## src/rtl/fe_id_pkg.sv

```systemverilog
package fe_id_pkg;

   typedef enum logic [1:0] {
      PM_ACTIVE  = 2'b00,
      PM_STARTUP = 2'b01,
      PM_LOWPWR  = 2'b10,
      PM_RSVD    = 2'b11
   } pwr_mode_e;

   localparam int MODE_W = 2;

endpackage

```

## src/rtl/fe_id_wr_decode.sv

```systemverilog
module fe_id_wr_decode
   import fe_id_pkg::*;
#(
   parameter int ADDR_W      = 5,
   parameter int DATA_W      = 8,
   parameter int SID_W       = 4,
   parameter logic [ADDR_W-1:0] MODE_ADDR = 5'h1C,
   parameter logic [ADDR_W-1:0] SID_ADDR  = 5'h1F,
   parameter logic [DATA_W-SID_W-1:0] SID_UPPER = 4'b0001,
   parameter bit CHECK_UPPER = 1'b1
) (
   input  logic              wr_en,
   input  logic [SID_W-1:0]  wr_sid,
   input  logic [ADDR_W-1:0] wr_addr,
   input  logic [DATA_W-1:0] wr_data,
   input  logic [SID_W-1:0]  cur_sid,
   output logic              sid_load,
   output logic              mode_load,
   output logic              startup_hit,
   output pwr_mode_e         new_mode
);

   localparam logic [SID_W-1:0] BCAST_SID = '0;

   logic sid_match;
   logic sid_bcast;
   logic upper_ok;
   logic mode_hit;

   assign sid_match = (wr_sid == cur_sid);
   assign sid_bcast = (wr_sid == BCAST_SID);

   if (CHECK_UPPER) begin : g_upper_chk
      assign upper_ok = (wr_data[DATA_W-1:SID_W] == SID_UPPER);
   end else begin : g_upper_free
      assign upper_ok = 1'b1;
   end

   assign new_mode = pwr_mode_e'(wr_data[DATA_W-1 -: MODE_W]);

   always_comb begin
      sid_load    = wr_en && (wr_addr == SID_ADDR) && (sid_bcast || sid_match) && upper_ok;
      mode_hit    = wr_en && (wr_addr == MODE_ADDR) && sid_match;
      mode_load   = mode_hit && (new_mode != PM_RSVD);
      startup_hit = mode_hit && (new_mode == PM_STARTUP);
   end

endmodule

```

## src/rtl/fe_id_sid_reg.sv

```systemverilog
module fe_id_sid_reg #(
   parameter int SID_W = 4,
   parameter logic [SID_W-1:0] SID_RESET = 4'b0111
) (
   input  logic             clk,
   input  logic             rst_n,
   input  logic             sid_load,
   input  logic [SID_W-1:0] sid_data,
   input  logic             startup_hit,
   output logic [SID_W-1:0] sid_q
);

   always_ff @(posedge clk or negedge rst_n) begin
      if (!rst_n) begin
         sid_q <= SID_RESET;
      end else if (startup_hit) begin
         sid_q <= SID_RESET;
      end else if (sid_load) begin
         sid_q <= sid_data;
      end
   end

   AST_SID_HOLD: assert property (@(posedge clk) disable iff (!rst_n)
      (!sid_load && !startup_hit) |=> $stable(sid_q));

   AST_SID_STARTUP: assert property (@(posedge clk) disable iff (!rst_n)
      startup_hit |=> (sid_q == SID_RESET));

endmodule

```

## src/rtl/fe_id_mode_reg.sv

```systemverilog
module fe_id_mode_reg
   import fe_id_pkg::*;
(
   input  logic      clk,
   input  logic      rst_n,
   input  logic      soft_rst,
   input  logic      mode_load,
   input  pwr_mode_e new_mode,
   output pwr_mode_e mode_q
);

   always_ff @(posedge clk or negedge rst_n) begin
      if (!rst_n) begin
         mode_q <= PM_ACTIVE;
      end else if (soft_rst) begin
         mode_q <= PM_ACTIVE;
      end else if (mode_load) begin
         mode_q <= new_mode;
      end
   end

   AST_MODE_NEVER_RSVD: assert property (@(posedge clk) disable iff (!rst_n)
      mode_q != PM_RSVD);

   AST_MODE_SOFT: assert property (@(posedge clk) disable iff (!rst_n)
      soft_rst |=> (mode_q == PM_ACTIVE));

endmodule

```

## src/rtl/fe_id_read_mux.sv

```systemverilog
module fe_id_read_mux
   import fe_id_pkg::*;
#(
   parameter int ADDR_W = 5,
   parameter int DATA_W = 8,
   parameter int SID_W  = 4,
   parameter logic [ADDR_W-1:0] MODE_ADDR = 5'h1C,
   parameter logic [ADDR_W-1:0] PROD_ADDR = 5'h1D,
   parameter logic [ADDR_W-1:0] MFR_ADDR  = 5'h1E,
   parameter logic [ADDR_W-1:0] SID_ADDR  = 5'h1F,
   parameter logic [DATA_W-2:0] PROD_HI   = 7'b0010000,
   parameter logic [DATA_W-1:0] MFR_CODE  = 8'h2E,
   parameter logic [DATA_W-SID_W-1:0] SID_UPPER = 4'b0001,
   parameter bit FUSE_PRESENT = 1'b1
) (
   input  logic              clk,
   input  logic              rst_n,
   input  logic [ADDR_W-1:0] rd_addr,
   input  logic              fuse_bit,
   input  logic [SID_W-1:0]  sid_q,
   input  pwr_mode_e         mode_q,
   output logic [DATA_W-1:0] rd_data
);

   localparam int MODE_PAD = DATA_W - MODE_W;

   logic prod_lsb;

   if (FUSE_PRESENT) begin : g_fuse
      assign prod_lsb = fuse_bit;
   end else begin : g_no_fuse
      assign prod_lsb = 1'b0;
   end

   always_comb begin
      unique case (rd_addr)
         MODE_ADDR: rd_data = {mode_q, {MODE_PAD{1'b0}}};
         PROD_ADDR: rd_data = {PROD_HI, prod_lsb};
         MFR_ADDR:  rd_data = MFR_CODE;
         SID_ADDR:  rd_data = {SID_UPPER, sid_q};
         default:   rd_data = '0;
      endcase
   end

   AST_MFR_CONST: assert property (@(posedge clk) disable iff (!rst_n)
      (rd_addr == MFR_ADDR) |-> (rd_data == MFR_CODE));

   AST_PROD_HI: assert property (@(posedge clk) disable iff (!rst_n)
      (rd_addr == PROD_ADDR) |-> (rd_data[DATA_W-1:1] == PROD_HI));

endmodule

```

## src/rtl/fe_slave_id_regs.sv

```systemverilog
module fe_slave_id_regs
   import fe_id_pkg::*;
#(
   parameter int ADDR_W = 5,
   parameter int DATA_W = 8,
   parameter int SID_W  = 4,
   parameter logic [ADDR_W-1:0] MODE_ADDR = 5'h1C,
   parameter logic [ADDR_W-1:0] PROD_ADDR = 5'h1D,
   parameter logic [ADDR_W-1:0] MFR_ADDR  = 5'h1E,
   parameter logic [ADDR_W-1:0] SID_ADDR  = 5'h1F,
   parameter logic [DATA_W-2:0] PROD_HI   = 7'b0010000,
   parameter logic [DATA_W-1:0] MFR_CODE  = 8'h2E,
   parameter logic [DATA_W-SID_W-1:0] SID_UPPER = 4'b0001,
   parameter logic [SID_W-1:0] SID_RESET = 4'b0111,
   parameter bit CHECK_UPPER  = 1'b1,
   parameter bit FUSE_PRESENT = 1'b1
) (
   input  logic              clk,
   input  logic              rst_n,
   input  logic              soft_rst,
   input  logic              fuse_bit,
   input  logic              wr_en,
   input  logic [SID_W-1:0]  wr_sid,
   input  logic [ADDR_W-1:0] wr_addr,
   input  logic [DATA_W-1:0] wr_data,
   input  logic [ADDR_W-1:0] rd_addr,
   output logic [DATA_W-1:0] rd_data,
   output logic [SID_W-1:0]  sid_out,
   output logic [1:0]        mode_out
);

   // elaboration-time parameter checks
   if (SID_W + MODE_W > DATA_W) begin : g_bad_width
      $error("identifier and mode fields do not fit in the data byte");
   end
   if ((MODE_ADDR == PROD_ADDR) || (MODE_ADDR == MFR_ADDR) || (MODE_ADDR == SID_ADDR) ||
       (PROD_ADDR == MFR_ADDR) || (PROD_ADDR == SID_ADDR) || (MFR_ADDR == SID_ADDR)) begin : g_bad_addr
      $error("register addresses must be distinct");
   end
   if (SID_RESET == '0) begin : g_bad_reset
      $error("identifier default must differ from the broadcast value");
   end

   logic      sid_load;
   logic      mode_load;
   logic      startup_hit;
   pwr_mode_e new_mode;
   pwr_mode_e mode_q;
   logic [SID_W-1:0] sid_q;

   fe_id_wr_decode #(
      .ADDR_W(ADDR_W), .DATA_W(DATA_W), .SID_W(SID_W),
      .MODE_ADDR(MODE_ADDR), .SID_ADDR(SID_ADDR),
      .SID_UPPER(SID_UPPER), .CHECK_UPPER(CHECK_UPPER)
   ) u_dec (
      .wr_en(wr_en), .wr_sid(wr_sid), .wr_addr(wr_addr), .wr_data(wr_data),
      .cur_sid(sid_q), .sid_load(sid_load), .mode_load(mode_load),
      .startup_hit(startup_hit), .new_mode(new_mode)
   );

   fe_id_sid_reg #(
      .SID_W(SID_W), .SID_RESET(SID_RESET)
   ) u_sid (
      .clk(clk), .rst_n(rst_n), .sid_load(sid_load),
      .sid_data(wr_data[SID_W-1:0]), .startup_hit(startup_hit), .sid_q(sid_q)
   );

   fe_id_mode_reg u_mode (
      .clk(clk), .rst_n(rst_n), .soft_rst(soft_rst),
      .mode_load(mode_load), .new_mode(new_mode), .mode_q(mode_q)
   );

   fe_id_read_mux #(
      .ADDR_W(ADDR_W), .DATA_W(DATA_W), .SID_W(SID_W),
      .MODE_ADDR(MODE_ADDR), .PROD_ADDR(PROD_ADDR), .MFR_ADDR(MFR_ADDR),
      .SID_ADDR(SID_ADDR), .PROD_HI(PROD_HI), .MFR_CODE(MFR_CODE),
      .SID_UPPER(SID_UPPER), .FUSE_PRESENT(FUSE_PRESENT)
   ) u_rd (
      .clk(clk), .rst_n(rst_n), .rd_addr(rd_addr), .fuse_bit(fuse_bit),
      .sid_q(sid_q), .mode_q(mode_q), .rd_data(rd_data)
   );

   assign sid_out  = sid_q;
   assign mode_out = mode_q;

   AST_SID_FOREIGN: assert property (@(posedge clk) disable iff (!rst_n)
      (wr_en && (wr_addr == SID_ADDR) && (wr_sid != '0) && (wr_sid != sid_out))
      |=> $stable(sid_out));

   AST_SID_UPPER_GATE: assert property (@(posedge clk) disable iff (!rst_n)
      (CHECK_UPPER && wr_en && (wr_addr == SID_ADDR) && (wr_data[DATA_W-1:SID_W] != SID_UPPER))
      |=> $stable(sid_out));

   AST_MODE_RSVD_KEEP: assert property (@(posedge clk) disable iff (!rst_n)
      (wr_en && !soft_rst && (wr_addr == MODE_ADDR) && (wr_data[DATA_W-1 -: MODE_W] == 2'b11))
      |=> $stable(mode_out));

   AST_STARTUP_SID: assert property (@(posedge clk) disable iff (!rst_n)
      (wr_en && (wr_addr == MODE_ADDR) && (wr_sid == sid_out) && (wr_data[DATA_W-1 -: MODE_W] == 2'b01))
      |=> (sid_out == SID_RESET));

   AST_SOFT_SID_KEEP: assert property (@(posedge clk) disable iff (!rst_n)
      (soft_rst && !wr_en) |=> $stable(sid_out));

   AST_ID_ONLY_WRITES: assert property (@(posedge clk) disable iff (!rst_n)
      (wr_en && (wr_addr != MODE_ADDR) && (wr_addr != SID_ADDR) && !soft_rst)
      |=> ($stable(sid_out) && $stable(mode_out)));

endmodule

```

## config.mk

```make
export PLATFORM = sky130hd
export DESIGN_NAME = fe_slave_id_regs
export DESIGN_NICKNAME = d
export VERILOG_FILES = /design/src/rtl/fe_id_pkg.sv /design/src/rtl/fe_id_wr_decode.sv /design/src/rtl/fe_id_sid_reg.sv /design/src/rtl/fe_id_mode_reg.sv /design/src/rtl/fe_id_read_mux.sv /design/src/rtl/fe_slave_id_regs.sv
export SDC_FILE = /design/constraint.sdc
export NUM_CORES = 1
export LEC_CHECK = 0
export CELL_PAD_IN_SITES_DETAIL_PLACEMENT = 2
export CELL_PAD_IN_SITES_GLOBAL_PLACEMENT = 2
export CORE_UTILIZATION = 16
export CTS_CLUSTER_SIZE = 10
export DETAILED_ROUTE_END_ITERATION = 6
export PLACE_DENSITY_LB_ADDON = 0.12
export SYNTH_ARGS = -nofsm -noshare
export SYNTH_HDL_FRONTEND = slang
export SYNTH_SLANG_ARGS = --single-unit
```

## constraint.sdc

```tcl
create_clock -name clk -period 2 [get_ports clk]
set_clock_uncertainty 0.15 [all_clocks]
set_input_delay 0.4 -clock clk [delete_from_list [all_inputs] [get_ports clk]]
set_output_delay 0.4 -clock clk [all_outputs]
set_load 0.005 [all_outputs]
```

==> reports/metrics.cfg <==
[logic_synthesis]
yosys-top-cells-count = 9 x a21oi_1, 5 x nor2_1, 4 x inv_1, 4 x xor2_1
synth_fp_nets = 85
postSynthAreaPerCell_um2 = 8.67
netlist_area_um2 = 503
synth.most_common_cell = a21oi_1
synth_area_leaders = dfstp_2 16%, dfrtp_1 15%, a21oi_1 9.0%
ys_ff_latch = 6
seq_area_frac_synth = 0.306
async_flop_share = 1.00
synth_edf_count = 0
ys_warn_count = 0
synthCells = 58
ys_types = 29
yosysTopAreaCell = dfstp_2
synth_top_area_frac = 0.157
synth_ff_type = dfstp_2

[job]
cap_violations = 0

[detailed_routing]
wl_per_cell_um = 13.3
drt-initial-drc-count = 18
ant_nets = 0
drc = 4
first_pass_iters = 6
vias = 726
drt_wl_total_um = 2100
viasPerCell = 4.59

[power]
pwr-share-comb = 0.322
ir_worst_vdd_v = 0.000114
p_switching_mw = 0.0942
netSwitchingFraction = 0.258
intPower_mw = 0.271
leakage_nw = 0.434
p_clk_frac = 0.331
pwr-share-seq = 0.347
p_per_area_mw_per_mm2 = 324

[sta]
fmax_mhz = 505
maxSlewHeadroom = 0.698
rsz0062_at_grt = yes
drv_slew = 0
worst_pin_slew_ns = 0.452
setup_viol = 0
hold_viol = 0
fin_tns_setup_ns = 0
min_period_ns = 1.98
fin_crit_sh = 0.991
fin_ws_ns = 0.0189

[run_status]
violations = design-rule violations
status = complete, but fails checks

[worst_setup_path]
slowest_delay_ns = 0.60
critPathMaxFanout = 4
critPathKind = input pin to register
startpoint = wr_sid[0]
reg2reg_to = u_mode.mode_q[0]
crit-reg2reg-launch = u_sid.sid_q[1]
crit_chain = clkdlybuf4s50_1 > or4_1 > o41a_1 > a2111oi_2 > a21oi_1
critical-path-slowest-cell = or4_1
end_kind = register
cp.arrival_ns = 1.99
rrSetupSlack_ns = 0.17
crit_required_ns = 2.00
start_kind = input pin
reg2reg_depth = 5

[floorplanning]
initial_core_util = 0.175
core-area_mm2 = 0.00288
row_count = 19
dieArea_mm2 = 0.00337
dieWidth_um = 58.1
ios = 41
die_h_um = 58.1

[layout]
multi_input_area_um2 = 378
fill_cells = 327
fin_area_mm2 = 0.00113
seq_area_um2 = 154
antennaDiodeCount = 0
drive_gt1_frac = 0.284
nets = 144
syn_to_final_growth_pct = 124

[global_route]
grt_pass1_wl_um = 3170
grt_usage = 0.123
antenna_found_initial = 0
grt_overflow_total = 0
grt_max_degree = 9
grt_pass1_vias = 738

[clocking]
ctsHtreeMaxLevel = 1
clock-sinks = 6
cts-root-buf = clkbuf_4
worst_skew_pair.late_latency_ns = 0.25
clkTransAtPathRegs_ns = 0.05
cts_tree = done
cts.path.max_buffers = 2
cts_made_buffers = 3

[min_path]
hold_path.class = input pin to asynchronous set/reset pin

[placement]
pre_cts_ws_ns = -0.451
hpwl_um = 1680
gp_congestion = 0.682
portBuffers = 40
dpl-instance-area_mm2 = 0.00105

stage by stage:
stage               power (mW)  utilization  instances  hold WS, ns
finish                   0.365        0.391        158        0.230
floorplan                0.155            -         58      -0.0456
CTS                      0.368        0.383        158        0.234
global route             0.385        0.391        158        0.243
detailed placement       0.244        0.365        152        0.430
global placement         0.241        0.365        152        0.421
routing by layer:
metal / track usage / share of wire / vias to the layer above
met5: 0 / 0 / -
met4: 0.0510 / 0.013 / 0
met3: 0.0134 / 0.076 / 4
met2: 0.230 / 0.54 / 32
met1: 0.140 / 0.37 / 344
li1: - / - / 346
flip-flops by register name (all words and copies together) (netlist names):
name           cells
u_sid.sid_q        4
u_mode.mode_q      2
critical path, delay by kind of cell:
family | cells | cell delay, ns
and+or+nand+nor | 1 | 0.60
buffers and inverters | 1 | 0.44
AOI/OAI and AO/OA | 3 | 0.56
worst max path at each step:
stage / endpoint / slack, ns / cells after the start
floorplan: u_sid.sid_q[0] / 0.30 / 4
CTS: u_sid.sid_q[0] / -0.002 / 5
global route: u_sid.sid_q[2] / -0.06 / 5
finish: u_sid.sid_q[2] / 0.02 / 5
detailed placement: rd_data[6] / -0.45 / 4
global placement: rd_data[0] / -0.41 / 5
power groups by stage:
stage          clock [mW]  combinational, mW  sequential, mW
2_1_floorplan           0             0.0275           0.128
3_3_place_gp            0              0.113           0.128
3_5_place_dp            0              0.116           0.128
4_1_cts             0.126              0.115           0.127
5_1_grt             0.132              0.127           0.127
6_report            0.121              0.118           0.127
what timing repair did:
| action | in CTS | in global routing |
|---|---|---|
| hold endpoints to repair | 0 | 0 |
| gates resized for setup | 24 | 6 |
| setup buffers | 2 | 0 |
| hold buffers | 0 | 0 |
| pin swaps | 2 | 1 |
| endpoints found under the setup margin | 9 | 8 |
layout by cell type (no fill, tap or decap), drive strengths merged, types with 4 or more instances in the layout:
cell and count:
buf 15, a21oi 9, nor2 5, inv 4, clkdlybuf4s50 27, clkdlybuf4s15 4, dlygate4sd2 8, clkbuf 5
xor2 4
logic make-up (layout without fill, tap and decap cells):
family,Yosys count,in the layout,share of synthesized area
XOR/XNOR,5,5,0.0871
buffers and inverters,5,63,0.0373
AND/OR/NAND/NOR,22,22,0.304
multiplexers,1,1,0.0199
flip-flops,6,6,0.306
AO/OA/AOI/OAI,19,19,0.246
cell type report:
cell class | instances | area share
Multi-Input combinational cell | 47 | 0.336
Tap cell | 42 | 0.0467
Clock buffer | 4 | 0.0233
Sequential cell | 6 | 0.137
Inverter | 4 | 0.0133
Timing Repair Buffer | 55 | 0.444
No activity file was read; power rests on OpenSTA's default activity.
